## config.mk

```make
export PLATFORM = sky130hd
export DESIGN_NAME = edc_err_capture
export DESIGN_NICKNAME = d
export VERILOG_FILES = /design/src/rtl/edc_cap_pkg.sv /design/src/rtl/edc_ctl_regs.sv /design/src/rtl/edc_err_pick.sv /design/src/rtl/edc_evt_cnt.sv /design/src/rtl/edc_err_capture.sv
export SDC_FILE = /design/constraint.sdc
export NUM_CORES = 1
export LEC_CHECK = 0
export BUFFER_PORTS_ARGS = -buffer_cell sky130_fd_sc_hd__buf_2
export CORE_UTILIZATION = 31
export DETAILED_ROUTE_END_ITERATION = 8
export PLACE_DENSITY = 0.58
export SLEW_MARGIN = 5
export SYNTH_ARGS = -nofsm -noshare
export SYNTH_HDL_FRONTEND = slang
export SYNTH_SLANG_ARGS = --single-unit
```

## constraint.sdc

```tcl
create_clock -name clk -period 6 [get_ports clk]
set_clock_uncertainty 0.1 [all_clocks]
set_input_delay 0.3 -clock clk [delete_from_list [all_inputs] [get_ports clk]]
set_output_delay 0.3 -clock clk [all_outputs]
set_load 0.01 [all_outputs]
```

## src/rtl/edc_cap_pkg.sv

```systemverilog
package edc_cap_pkg;
   typedef enum logic [1:0] {
      MODE_OFF  = 2'd0,
      MODE_ON   = 2'd1,
      MODE_HOLD = 2'd2
   } edc_mode_e;

   localparam int unsigned SRC_DATA = 0;
   localparam int unsigned SRC_PROG = 1;
   localparam int unsigned SRC_DMA  = 2;
   localparam int unsigned NUM_SRC  = 3;
endpackage

```

## src/rtl/edc_ctl_regs.sv

```systemverilog
module edc_ctl_regs
   import edc_cap_pkg::*;
#(
   parameter int unsigned PAGE_BITS = 6,
   parameter int unsigned PEN_W     = 32,
   localparam int unsigned NUM_PAGES = 1 << PAGE_BITS,
   localparam int unsigned NREG      = NUM_PAGES / PEN_W
) (
   input  logic                 clk,
   input  logic                 rst_n,
   input  logic                 cmd_we,
   input  logic                 cmd_on,
   input  logic                 cmd_off,
   input  logic                 cmd_hold,
   input  logic [NREG-1:0]      pen_we,
   input  logic [PEN_W-1:0]     pen_wdata,
   output edc_mode_e            mode_o,
   output logic [NUM_PAGES-1:0] pen_o
);
   generate
      if (NUM_PAGES % PEN_W != 0) begin : g_bad_split
         $error("page count must be a multiple of the register width");
      end
   endgenerate

   edc_mode_e            mode_q, mode_nx;
   logic [1:0]           n_cmd;
   logic [NUM_PAGES-1:0] pen_q;

   always_comb begin
      n_cmd   = {1'b0, cmd_on} + {1'b0, cmd_off} + {1'b0, cmd_hold};
      mode_nx = mode_q;
      if (cmd_we) begin
         if (n_cmd > 2'd1)  mode_nx = MODE_OFF;
         else if (cmd_on)   mode_nx = MODE_ON;
         else if (cmd_off)  mode_nx = MODE_OFF;
         else if (cmd_hold) mode_nx = MODE_HOLD;
      end
   end

   always_ff @(posedge clk) begin
      if (!rst_n) begin
         mode_q <= MODE_OFF;
         pen_q  <= '0;
      end else begin
         mode_q <= mode_nx;
         for (int k = 0; k < NREG; k++) begin
            if (pen_we[k]) pen_q[k*PEN_W +: PEN_W] <= pen_wdata;
         end
      end
   end

   assign mode_o = mode_q;
   assign pen_o  = pen_q;
endmodule

```

## src/rtl/edc_err_pick.sv

```systemverilog
module edc_err_pick #(
   parameter int unsigned NUM_SRC = 3,
   localparam int unsigned IDX_W  = (NUM_SRC > 1) ? $clog2(NUM_SRC) : 1
) (
   input  logic [NUM_SRC-1:0] hit,
   input  logic [NUM_SRC-1:0] unc,
   output logic               win_vld,
   output logic [IDX_W-1:0]   win_idx,
   output logic               win_unc
);
   // lower index wins within a class; the uncorrectable pass runs last
   always_comb begin
      win_vld = 1'b0;
      win_idx = '0;
      win_unc = 1'b0;
      for (int i = NUM_SRC - 1; i >= 0; i--) begin
         if (hit[i] && !unc[i]) begin
            win_vld = 1'b1;
            win_idx = IDX_W'(i);
         end
      end
      for (int i = NUM_SRC - 1; i >= 0; i--) begin
         if (hit[i] && unc[i]) begin
            win_vld = 1'b1;
            win_idx = IDX_W'(i);
            win_unc = 1'b1;
         end
      end
   end
endmodule

```

## src/rtl/edc_evt_cnt.sv

```systemverilog
module edc_evt_cnt #(
   parameter int unsigned CNT_W = 8,
   parameter int unsigned INC_W = 2
) (
   input  logic             clk,
   input  logic             rst_n,
   input  logic             rd,
   input  logic [INC_W-1:0] inc,
   output logic [CNT_W-1:0] cnt_o
);
   generate
      if (INC_W >= CNT_W) begin : g_bad_inc
         $error("increment width must be below the counter width");
      end
   endgenerate

   localparam logic [CNT_W-1:0] CNT_MAX = {CNT_W{1'b1}};

   logic [CNT_W-1:0] cnt_q, base;
   logic [CNT_W:0]   sum;

   always_comb begin
      base = rd ? '0 : cnt_q;
      sum  = {1'b0, base} + (CNT_W + 1)'(inc);
   end

   always_ff @(posedge clk) begin
      if (!rst_n)        cnt_q <= '0;
      else if (sum[CNT_W]) cnt_q <= CNT_MAX;
      else               cnt_q <= sum[CNT_W-1:0];
   end

   assign cnt_o = cnt_q;
endmodule

```

## src/rtl/edc_err_capture.sv

```systemverilog
module edc_err_capture
   import edc_cap_pkg::*;
#(
   parameter int unsigned ADDR_W    = 32,
   parameter int unsigned PAGE_BITS = 6,
   parameter int unsigned PAGE_LSB  = 15,
   parameter int unsigned PEN_W     = 32,
   parameter int unsigned CAP_LSB   = 5,
   parameter int unsigned WAY_W     = 2,
   parameter int unsigned BIT_W     = 8,
   parameter int unsigned CNT_W     = 8,
   localparam int unsigned NUM_PAGES = 1 << PAGE_BITS,
   localparam int unsigned NREG      = NUM_PAGES / PEN_W,
   localparam int unsigned CAP_W     = ADDR_W - CAP_LSB,
   localparam int unsigned IDX_W     = $clog2(NUM_SRC),
   localparam int unsigned INC_W     = $clog2(NUM_SRC + 1)
) (
   input  logic                       clk,
   input  logic                       rst_n,
   input  logic                       cmd_we,
   input  logic                       cmd_on,
   input  logic                       cmd_off,
   input  logic                       cmd_hold,
   input  logic [NUM_SRC-1:0]         cmd_clr,
   input  logic [NREG-1:0]            pen_we,
   input  logic [PEN_W-1:0]           pen_wdata,
   input  logic [ADDR_W-1:0]          probe_addr,
   output logic                       probe_chk,
   output logic [1:0]                 mode_o,
   input  logic [NUM_SRC-1:0]         rpt_vld,
   input  logic [NUM_SRC-1:0]         rpt_unc,
   input  logic [NUM_SRC*ADDR_W-1:0]  rpt_addr,
   input  logic [NUM_SRC*WAY_W-1:0]   rpt_way,
   input  logic [NUM_SRC-1:0]         rpt_ram,
   input  logic [NUM_SRC*BIT_W-1:0]   rpt_bit,
   input  logic                       cnt_rd_corr,
   input  logic                       cnt_rd_unc,
   output logic [NUM_SRC-1:0]         rec_src,
   output logic                       rec_unc,
   output logic [CAP_W-1:0]           rec_addr,
   output logic [WAY_W-1:0]           rec_way,
   output logic                       rec_ram,
   output logic [BIT_W-1:0]           rec_bit,
   output logic                       exc_corr,
   output logic                       exc_unc,
   output logic [CNT_W-1:0]           cnt_corr,
   output logic [CNT_W-1:0]           cnt_unc
);
   generate
      if (PAGE_LSB + PAGE_BITS > ADDR_W) begin : g_bad_page
         $error("page slice exceeds the address width");
      end
      if (CAP_LSB >= ADDR_W) begin : g_bad_cap
         $error("captured address slice is empty");
      end
   endgenerate

   edc_mode_e            mode;
   logic [NUM_PAGES-1:0] pen;
   logic [NUM_SRC-1:0]   hit;
   logic                 win_vld, win_unc;
   logic [IDX_W-1:0]     win_idx;
   logic                 unused_addr;

   assign unused_addr = ^{probe_addr, rpt_addr};

   edc_ctl_regs #(.PAGE_BITS(PAGE_BITS), .PEN_W(PEN_W)) u_ctl (
      .clk(clk), .rst_n(rst_n), .cmd_we(cmd_we), .cmd_on(cmd_on),
      .cmd_off(cmd_off), .cmd_hold(cmd_hold), .pen_we(pen_we),
      .pen_wdata(pen_wdata), .mode_o(mode), .pen_o(pen)
   );

   assign mode_o    = mode;
   assign probe_chk = (mode == MODE_ON) && pen[probe_addr[PAGE_LSB +: PAGE_BITS]];

   // a report qualifies only in on mode and inside an enabled page
   generate
      for (genvar i = 0; i < NUM_SRC; i++) begin : g_qual
         assign hit[i] = rpt_vld[i] && (mode == MODE_ON) &&
                         pen[rpt_addr[i*ADDR_W + PAGE_LSB +: PAGE_BITS]];
      end
   endgenerate

   edc_err_pick #(.NUM_SRC(NUM_SRC)) u_pick (
      .hit(hit), .unc(rpt_unc), .win_vld(win_vld), .win_idx(win_idx), .win_unc(win_unc)
   );

   // event counters, index 0 correctable, index 1 uncorrectable
   logic [INC_W-1:0] inc_v [2];
   logic [CNT_W-1:0] cnt_v [2];
   logic [1:0]       rd_v;

   assign rd_v = {cnt_rd_unc, cnt_rd_corr};

   always_comb begin
      inc_v[0] = '0;
      inc_v[1] = '0;
      for (int i = 0; i < NUM_SRC; i++) begin
         if (hit[i] && !rpt_unc[i]) inc_v[0] = inc_v[0] + INC_W'(1);
         if (hit[i] &&  rpt_unc[i]) inc_v[1] = inc_v[1] + INC_W'(1);
      end
   end

   generate
      for (genvar c = 0; c < 2; c++) begin : g_cnt
         edc_evt_cnt #(.CNT_W(CNT_W), .INC_W(INC_W)) u_cnt (
            .clk(clk), .rst_n(rst_n), .rd(rd_v[c]), .inc(inc_v[c]), .cnt_o(cnt_v[c])
         );
      end
   endgenerate

   assign cnt_corr = cnt_v[0];
   assign cnt_unc  = cnt_v[1];

   // single captured record
   logic [NUM_SRC-1:0] src_q, src_nx, kept;
   logic               unc_q, unc_nx, ram_q, ram_nx, take;
   logic [CAP_W-1:0]   addr_q, addr_nx;
   logic [WAY_W-1:0]   way_q, way_nx;
   logic [BIT_W-1:0]   bit_q, bit_nx;
   int unsigned        sel;

   always_comb begin
      sel     = int'(win_idx);
      kept    = src_q & ~(cmd_we ? cmd_clr : '0);
      take    = win_vld && ((kept == '0) || (!unc_q && win_unc));
      src_nx  = kept;
      unc_nx  = unc_q;
      ram_nx  = ram_q;
      addr_nx = addr_q;
      way_nx  = way_q;
      bit_nx  = bit_q;
      if (kept == '0) begin
         unc_nx  = 1'b0;
         ram_nx  = 1'b0;
         addr_nx = '0;
         way_nx  = '0;
         bit_nx  = '0;
      end
      if (take) begin
         src_nx  = NUM_SRC'(1) << sel;
         unc_nx  = win_unc;
         ram_nx  = rpt_ram[sel];
         addr_nx = rpt_addr[sel*ADDR_W + CAP_LSB +: CAP_W];
         way_nx  = rpt_ram[sel] ? '0 : rpt_way[sel*WAY_W +: WAY_W];
         bit_nx  = rpt_bit[sel*BIT_W +: BIT_W];
      end
   end

   always_ff @(posedge clk) begin
      if (!rst_n) begin
         src_q  <= '0;
         unc_q  <= 1'b0;
         ram_q  <= 1'b0;
         addr_q <= '0;
         way_q  <= '0;
         bit_q  <= '0;
      end else begin
         src_q  <= src_nx;
         unc_q  <= unc_nx;
         ram_q  <= ram_nx;
         addr_q <= addr_nx;
         way_q  <= way_nx;
         bit_q  <= bit_nx;
      end
   end

   assign rec_src  = src_q;
   assign rec_unc  = unc_q;
   assign rec_addr = addr_q;
   assign rec_way  = way_q;
   assign rec_ram  = ram_q;
   assign rec_bit  = bit_q;
   assign exc_corr = (src_q != '0) && !unc_q;
   assign exc_unc  = (src_q != '0) &&  unc_q;
endmodule

```

==> run_results.csv, run 1 <==
group,metric,value,unit
clocking,cts_buffer_depth,2,
routing,drc,0,
synth,ys.flop_type,"dfxtp_1",
placement,dpl-instance-area,0.00909,sq mm
power_and_ir_drop,ir_drop,0.000156,V
global_routing,track_usage,21.0,%
die,core,0.0244,sq mm
synth,yosysSeqAreaShare,32.1,%
sta,setup_violations,0,
critical_path,crit_fanout,25,
synth,syn-num-nets,969,
sta,max_freq,217,MHz
placement,port_buffers,233,
routing,vias,6917,
sta,drv_slew,0,
clocking,postCtsSetupBuffers,0,
die,rows,57,
clocking,cts_inserted_buffers,17,
clocking,cts_sinks,124,
layout,nNetsFinal,1193,
sta,slew_headroom,27.2,%
routing,drtIter0Drc,456,
synth,syn_avg_cell_area,10.4,sq um
synth,syn_area,0.00774,sq mm
routing,antenna_left,0,
die,die_h,160,um
critical_path,crit_arrival,4.87,ns
worst_hold_path,hp-class,"primary input to flop",
clocking,insertion_delay,0.42,ns
synth,synth_top_family_by_area,"multiplexers",
critical_path,crit_path_start_kind,"primary input",
synth,netlist.area_leader.share,32.1,%
sta,fin_ws,1.40,ns
sta,rsz0062_at_grt,"no",
placement,place.gp.congestion,0.824,
sta,timing.final.hold_violations,0,
synth,synth.area.top_cells,"dfxtp_1 (32%), mux4_2 (18%), mux2i_1 (16%), nor2_1 (6.0%), a221o_1 (3.4%)",
clocking,cts_resized,0,
routing,wl_per_cell,20.3,um
synth,ys_warn_count,0,
synth,ys_types,54,
die,die-area,0.0256,sq mm
synth,ys_ff_latch,124,
die,die_w,160,um
synth,syn_inst,746,
synth,synth_fa_ha_area_share,1.97,%
routing,wl,26.6,mm
run_status,status,"completed",
layout,drive_above_1_share,35.9,%
global_routing,grt_max_degree,76,
sta,min_period,4.60,ns
power_and_ir_drop,power.leakage,4.48,nW
synth,yosysMostFrequentCell,"mux2i_1",
global_routing,gr-total-overflow,0,
synth,async_flop_share,0,%
flow_run,max_cap_violations,0,
routing,vias_per_cell,5.28,
clocking,cts_tree,"done",
layout,finalNonFillerCells,1309,
synth,synth-compound-area-share,11.2,%
clocking,cts_max_level,4,
synth,synth-edff-count,0,
routing,drtPass1Iterations,7,
placement,dp_hpwl,19.5,mm
sta,fin_tns_setup,0,ns
die,pin_count,275,
sta,fin_crit_sh,76.7,%
placement,place_ws,1.07,ns
synth,synth_xor_area_share,1.02,%
critical_path,worstSetupEndpointType,"flop",
synth,synth_top_area_cell,"dfxtp_1",
placement,post-place-cells,1255,
synth,yosys.area_share.simple,13.8,%
critical_path,worstPathRequired,6.26,ns
synth,synthMuxAreaShare,35.5,%
clocking,hold_buffers,19,
synth,yosys-top-cells-count,"mux2i_1 (126), dfxtp_1 (124), nor2_1 (123), mux4_2 (61)",
layout,area_growth,28.5,%
power_and_ir_drop,power_density,243,mW/mm^2
global_routing,grt_pass1_wl,40.9,mm
critical_path,critPathKind,"primary input to flop",
sta,tightest_slew,1.09,ns
clocking,root_buffer,"clkbuf_16",
clocking,path_clk_slew,0.06,ns
global_routing,antenna_found_initial,2,
die,initial_utilization,31.7,%
layout,fillCellCount,2430,
global_routing,grt_pass1_vias,6940,
layout,fin_area,0.00995,sq mm
==> worst max-delay path: stages <==
cell and delay, ns:
buf_2 0.63, mux4_2 0.60, mux2i_1 0.38, a22oi_1 0.18, a22oi_1 0.38, nor2_1 0.11
ha_1 0.31, xor2_1 0.26, ha_1 0.21, inv_1 0.06, fa_1 0.44, nor3b_1 0.36
and4b_1 0.43, o31a_1 0.19
==> path summary, 6_finish.rpt <==
| path | from | endpoint | slack (ns) | cells after the start |
|---|---|---|---|---|
| worst min-delay path | rpt_addr[95] | rec_addr[26] | 0.01 | 2 |
| worst max-delay path | rpt_addr[47] | g_cnt[0].u_cnt.cnt_o[3] | 1.40 | 14 |
| worst min register to register | rec_way[1] | rec_way[1] | 0.35 | 2 |
| worst max register to register | u_ctl.pen_o[47] | g_cnt[0].u_cnt.cnt_o[3] | 1.71 | 13 |
==> through the flow <==
step | total power (W) | utilization, % | hold WS, ns
finish | 0.00242 | 40.8 | 0.0128
global route | 0.00252 | 40.8 | 0.00624
CTS | 0.00245 | 40.7 | 0.00000161
detailed placement | 0.00126 | 37.3 | 0.349
global placement | 0.00126 | 37.3 | 0.346
floorplan | 0.00112 | - | 0.328
==> per-layer routing <==
layer,part of all wire (%),GRT usage (%),vias up,routed length [um]
met5,0,0,-,0
met4,2.0,6.15,0,540
met3,6.9,4.75,21,1840
met2,50,36.9,299,13200
met1,41,25.5,3312,11000
li1,-,-,3285,-
==> registers in the layout, indices dropped and copies added, names as in the netlist <==
| register | flops |
|---|---|
| rec_bit | 8 |
| rec_ram | 1 |
| rec_addr | 27 |
| rec_unc | 1 |
| rec_src | 3 |
| u_ctl.mode_o | 2 |
| rec_way | 2 |
| g_cnt.u_cnt.cnt_o | 16 |
| u_ctl.pen_o | 64 |
==> cell usage in the layout (no fill, tap or decap), types with 5 or more instances in the layout <==
master         synthesis  routed
a211oi_1               6       6
a21oi_1               26      26
a221o_1               26      26
a221oi_1               8       8
a22oi_1               22      22
and2_1                 5       5
and3_1                 7       7
buf_2                  9     233
buf_4                  2       6
bufinv_16              0       5
clkbuf_16              0      17
clkinv_4               0       5
dfxtp_1              124     124
dlygate4sd3_1          0      20
ha_1                   9       9
inv_1                 15      14
mux2_2                10      10
mux2i_1              126     126
mux4_2                61      61
nand2_1               11      11
nand2b_1               7       7
nand3_1               18      18
nand3b_1               5       5
nor2_1               123     123
nor2b_1               16      16
nor3_1                13      12
o22ai_1                7       7
xnor2_1                6       6
==> logic make-up after synthesis <==
logic type,after synthesis
multiplexers,197
AO/OA/AOI/OAI,115
adder cells (fa/ha/maj),11
AND/OR/NAND/NOR,220
buffers and inverters,70
XOR/XNOR,9
flip-flops,124
==> report_power, final <==
part           internal, W  switching, W  total [W]  leakage [nW]
clock network     0.000752      0.000413    0.00116         0.318
logic             0.000185      0.000178   0.000363          3.15
registers         0.000858     0.0000370   0.000895          1.01
total              0.00179      0.000628    0.00242          4.48
==> area by class of cell <==
cell class | instances | area [sq um] | share of cell area (%)
antenna | 2 | 5.00 | 0.0503
clock buffer | 19 | 443 | 4.45
clock inverter | 13 | 215 | 2.16
inverter | 16 | 61.3 | 0.616
multi-input combinational | 552 | 4930 | 49.5
sequential | 124 | 2480 | 24.9
tap | 324 | 405 | 4.07
timing repair buffer | 259 | 1410 | 14.2
(Power assumes the default switching activity.)
==> run 2: changes to the inputs <==
==> constraint.sdc (replaced) <==
create_clock -name clk -period 4.4 [get_ports clk]
set_clock_uncertainty 0.1 [all_clocks]
set_input_delay 0.22 -clock clk [delete_from_list [all_inputs] [get_ports clk]]
set_output_delay 0.22 -clock clk [all_outputs]
set_load 0.01 [all_outputs]
==> run_results.csv, run 2 (synthesized netlist as in run 1, its figures left out) <==
group,metric,value,unit
critical_path,timing.rr.start,"u_ctl.pen_o[15]",
routing,wl,26.7,mm
critical_path,reg2reg_slack,0.47,ns
sta,tightest_slew,1.06,ns
clocking,root_buffer,"clkbuf_16",
flow_run,max_cap_violations,0,
worst_hold_path,holdPathEnd,"g_cnt[0].u_cnt.cnt_o[3]",
critical_path,critPathKind,"flop to flop",
placement,port_buffers,233,
routing,drc,0,
clocking,hold_buffers,66,
sta,hold_slack,0.0191,ns
routing,antenna_left,0,
power_and_ir_drop,ir_drop,0.000216,V
layout,mostFrequentLayoutCell,"buf_2",
placement,place.gp.congestion,0.835,
layout,nNetsFinal,1256,
power_and_ir_drop,total_power,0.00328,W
die,die-area,0.0256,sq mm
run_status,status,"completed",
critical_path,crit_arrival,4.20,ns
layout,fillCellCount,2362,
die,initial_utilization,31.7,%
power_and_ir_drop,power.leakage,4.75,nW
routing,drtPass1Iterations,5,
layout,drive_above_1_share,35.5,%
clocking,path_clk_slew,0.06,ns
sta,min_period,3.93,ns
sta,timing.final.hold_violations,0,
sta,setup_violations,0,
clocking,cts_buffer_depth,2,
global_routing,track_usage,21.1,%
global_routing,grt_pass1_wl,41.0,mm
critical_path,r2r_end,"g_cnt[0].u_cnt.cnt_o[3]",
placement,post-place-cells,1272,
critical_path,crit_fanout,7,
clocking,postCtsSetupBuffers,0,
die,rows,57,
clocking,cts_tree,"done",
sta,fin_tns_setup,0,ns
global_routing,grt_max_degree,57,
layout,finalNonFillerCells,1374,
sta,drv_slew,0,
die,die_w,160,um
critical_path,crit_path_start_kind,"flop",
routing,vias,7259,
critical_path,r2r_cells,13,
global_routing,gr-total-overflow,0,
die,pin_count,275,
routing,vias_per_cell,5.28,
die,die_h,160,um
power_and_ir_drop,power_density,311,mW/mm^2
global_routing,antenna_found_initial,4,
layout,largest_reg_flops,64,
layout,fin_util,43.3,%
routing,drtIter0Drc,452,
critical_path,worstPathRequired,4.66,ns
layout,area_growth,36.3,%
placement,dp_hpwl,19.7,mm
sta,rsz0062_at_grt,"no",
clocking,cts_max_level,4,
routing,wl_per_cell,19.4,um
worst_hold_path,whs_path_depth,2,
worst_hold_path,hp-class,"primary input to flop",
critical_path,worstSetupEndpointType,"flop",
clocking,insertion_delay,0.43,ns
clocking,cts_sinks,124,
layout,final_cell_mix,"buf_2 (233), mux2i_1 (126), dfxtp_1 (124), nor2_1 (123), dlygate4sd3_1 (66)",
clocking,cts_resized,0,
sta,slew_headroom,29.1,%
sta,fin_crit_sh,89.4,%
die,core,0.0244,sq mm
sta,max_freq,254,MHz
worst_hold_path,min_from,"rst_n",
global_routing,grt_pass1_vias,7135,
clocking,cts_inserted_buffers,17,
[run 2: changes by cell type in the layout (fill, tap and decap cells not counted), moves of 2 or more]
cell / previous run / this run
buf_12: 0 / 3
buf_4: 6 / 20
clkinv_2: 2 / 4
diode_2: 2 / 4
dlygate4sd3_1: 20 / 66
[run 2: metal layers]
metal / GRT usage (%) / wire [um] / up-vias
met5: 0 / 0 / -
met4: 7.62 / 764 / 0
met3: 5.04 / 1720 / 41
met2: 36.0 / 13200 / 290
met1: 25.7 / 11000 / 3517
li1: - / - / 3411
[run 2: how the worst max path moves through the flow]
| stage | start | end | slack [ns] | cells after the start |
|---|---|---|---|---|
| CTS | u_ctl.pen_o[57] | g_cnt[0].u_cnt.cnt_o[3] | 0.43 | 13 |
| floorplan | rpt_addr[49] | g_cnt[0].u_cnt.cnt_o[3] | 0.53 | 14 |
| global placement | rpt_addr[47] | g_cnt[1].u_cnt.cnt_o[1] | 0.28 | 16 |
| finish | u_ctl.pen_o[15] | g_cnt[0].u_cnt.cnt_o[3] | 0.47 | 13 |
| global route | u_ctl.pen_o[14] | g_cnt[0].u_cnt.cnt_o[2] | 0.12 | 14 |
| detailed placement | rpt_addr[47] | g_cnt[0].u_cnt.cnt_o[1] | 0.25 | 16 |
[run 2: area by class of cell]
cell class / count / area (sq um) / area share [%]
inverters: 16 / 61.3 / 0.581
clock buffers: 18 / 439 / 4.16
repair buffers: 322 / 2040 / 19.3
well taps: 324 / 405 / 3.84
multi-input cells: 552 / 4930 / 46.7
clock inverters: 14 / 194 / 1.84
flip-flops and latches: 124 / 2480 / 23.5
diodes: 4 / 10.0 / 0.0948
[run 2: power breakdown]
part           switching [W]  internal [W]  leakage (nW)
registers          0.0000520       0.00117          1.01
logic               0.000250      0.000287          3.43
clock network       0.000558      0.000964         0.306
[run 2: worst max-delay path, stage by stage (launching register included)]
cell and delay, ns:
dfxtp_1 0.42, mux2i_1 0.10, mux4_2 0.49, a221oi_1 0.35, a22oi_2 0.22, nor2_1 0.17, ha_1 0.26, xor2_1 0.23
ha_1 0.21, inv_1 0.05, fa_1 0.40, nor3b_1 0.28, and4b_1 0.41, o31a_1 0.18
[run 2: through the flow]
step                      instance area, sq um  worst slack [ns]
final                                    10600             0.468
after global routing                     10600             0.122
after CTS                                10500             0.432
after detailed placement                  9250             0.250
after global placement                    9250             0.279
after floorplan                           7740             0.532
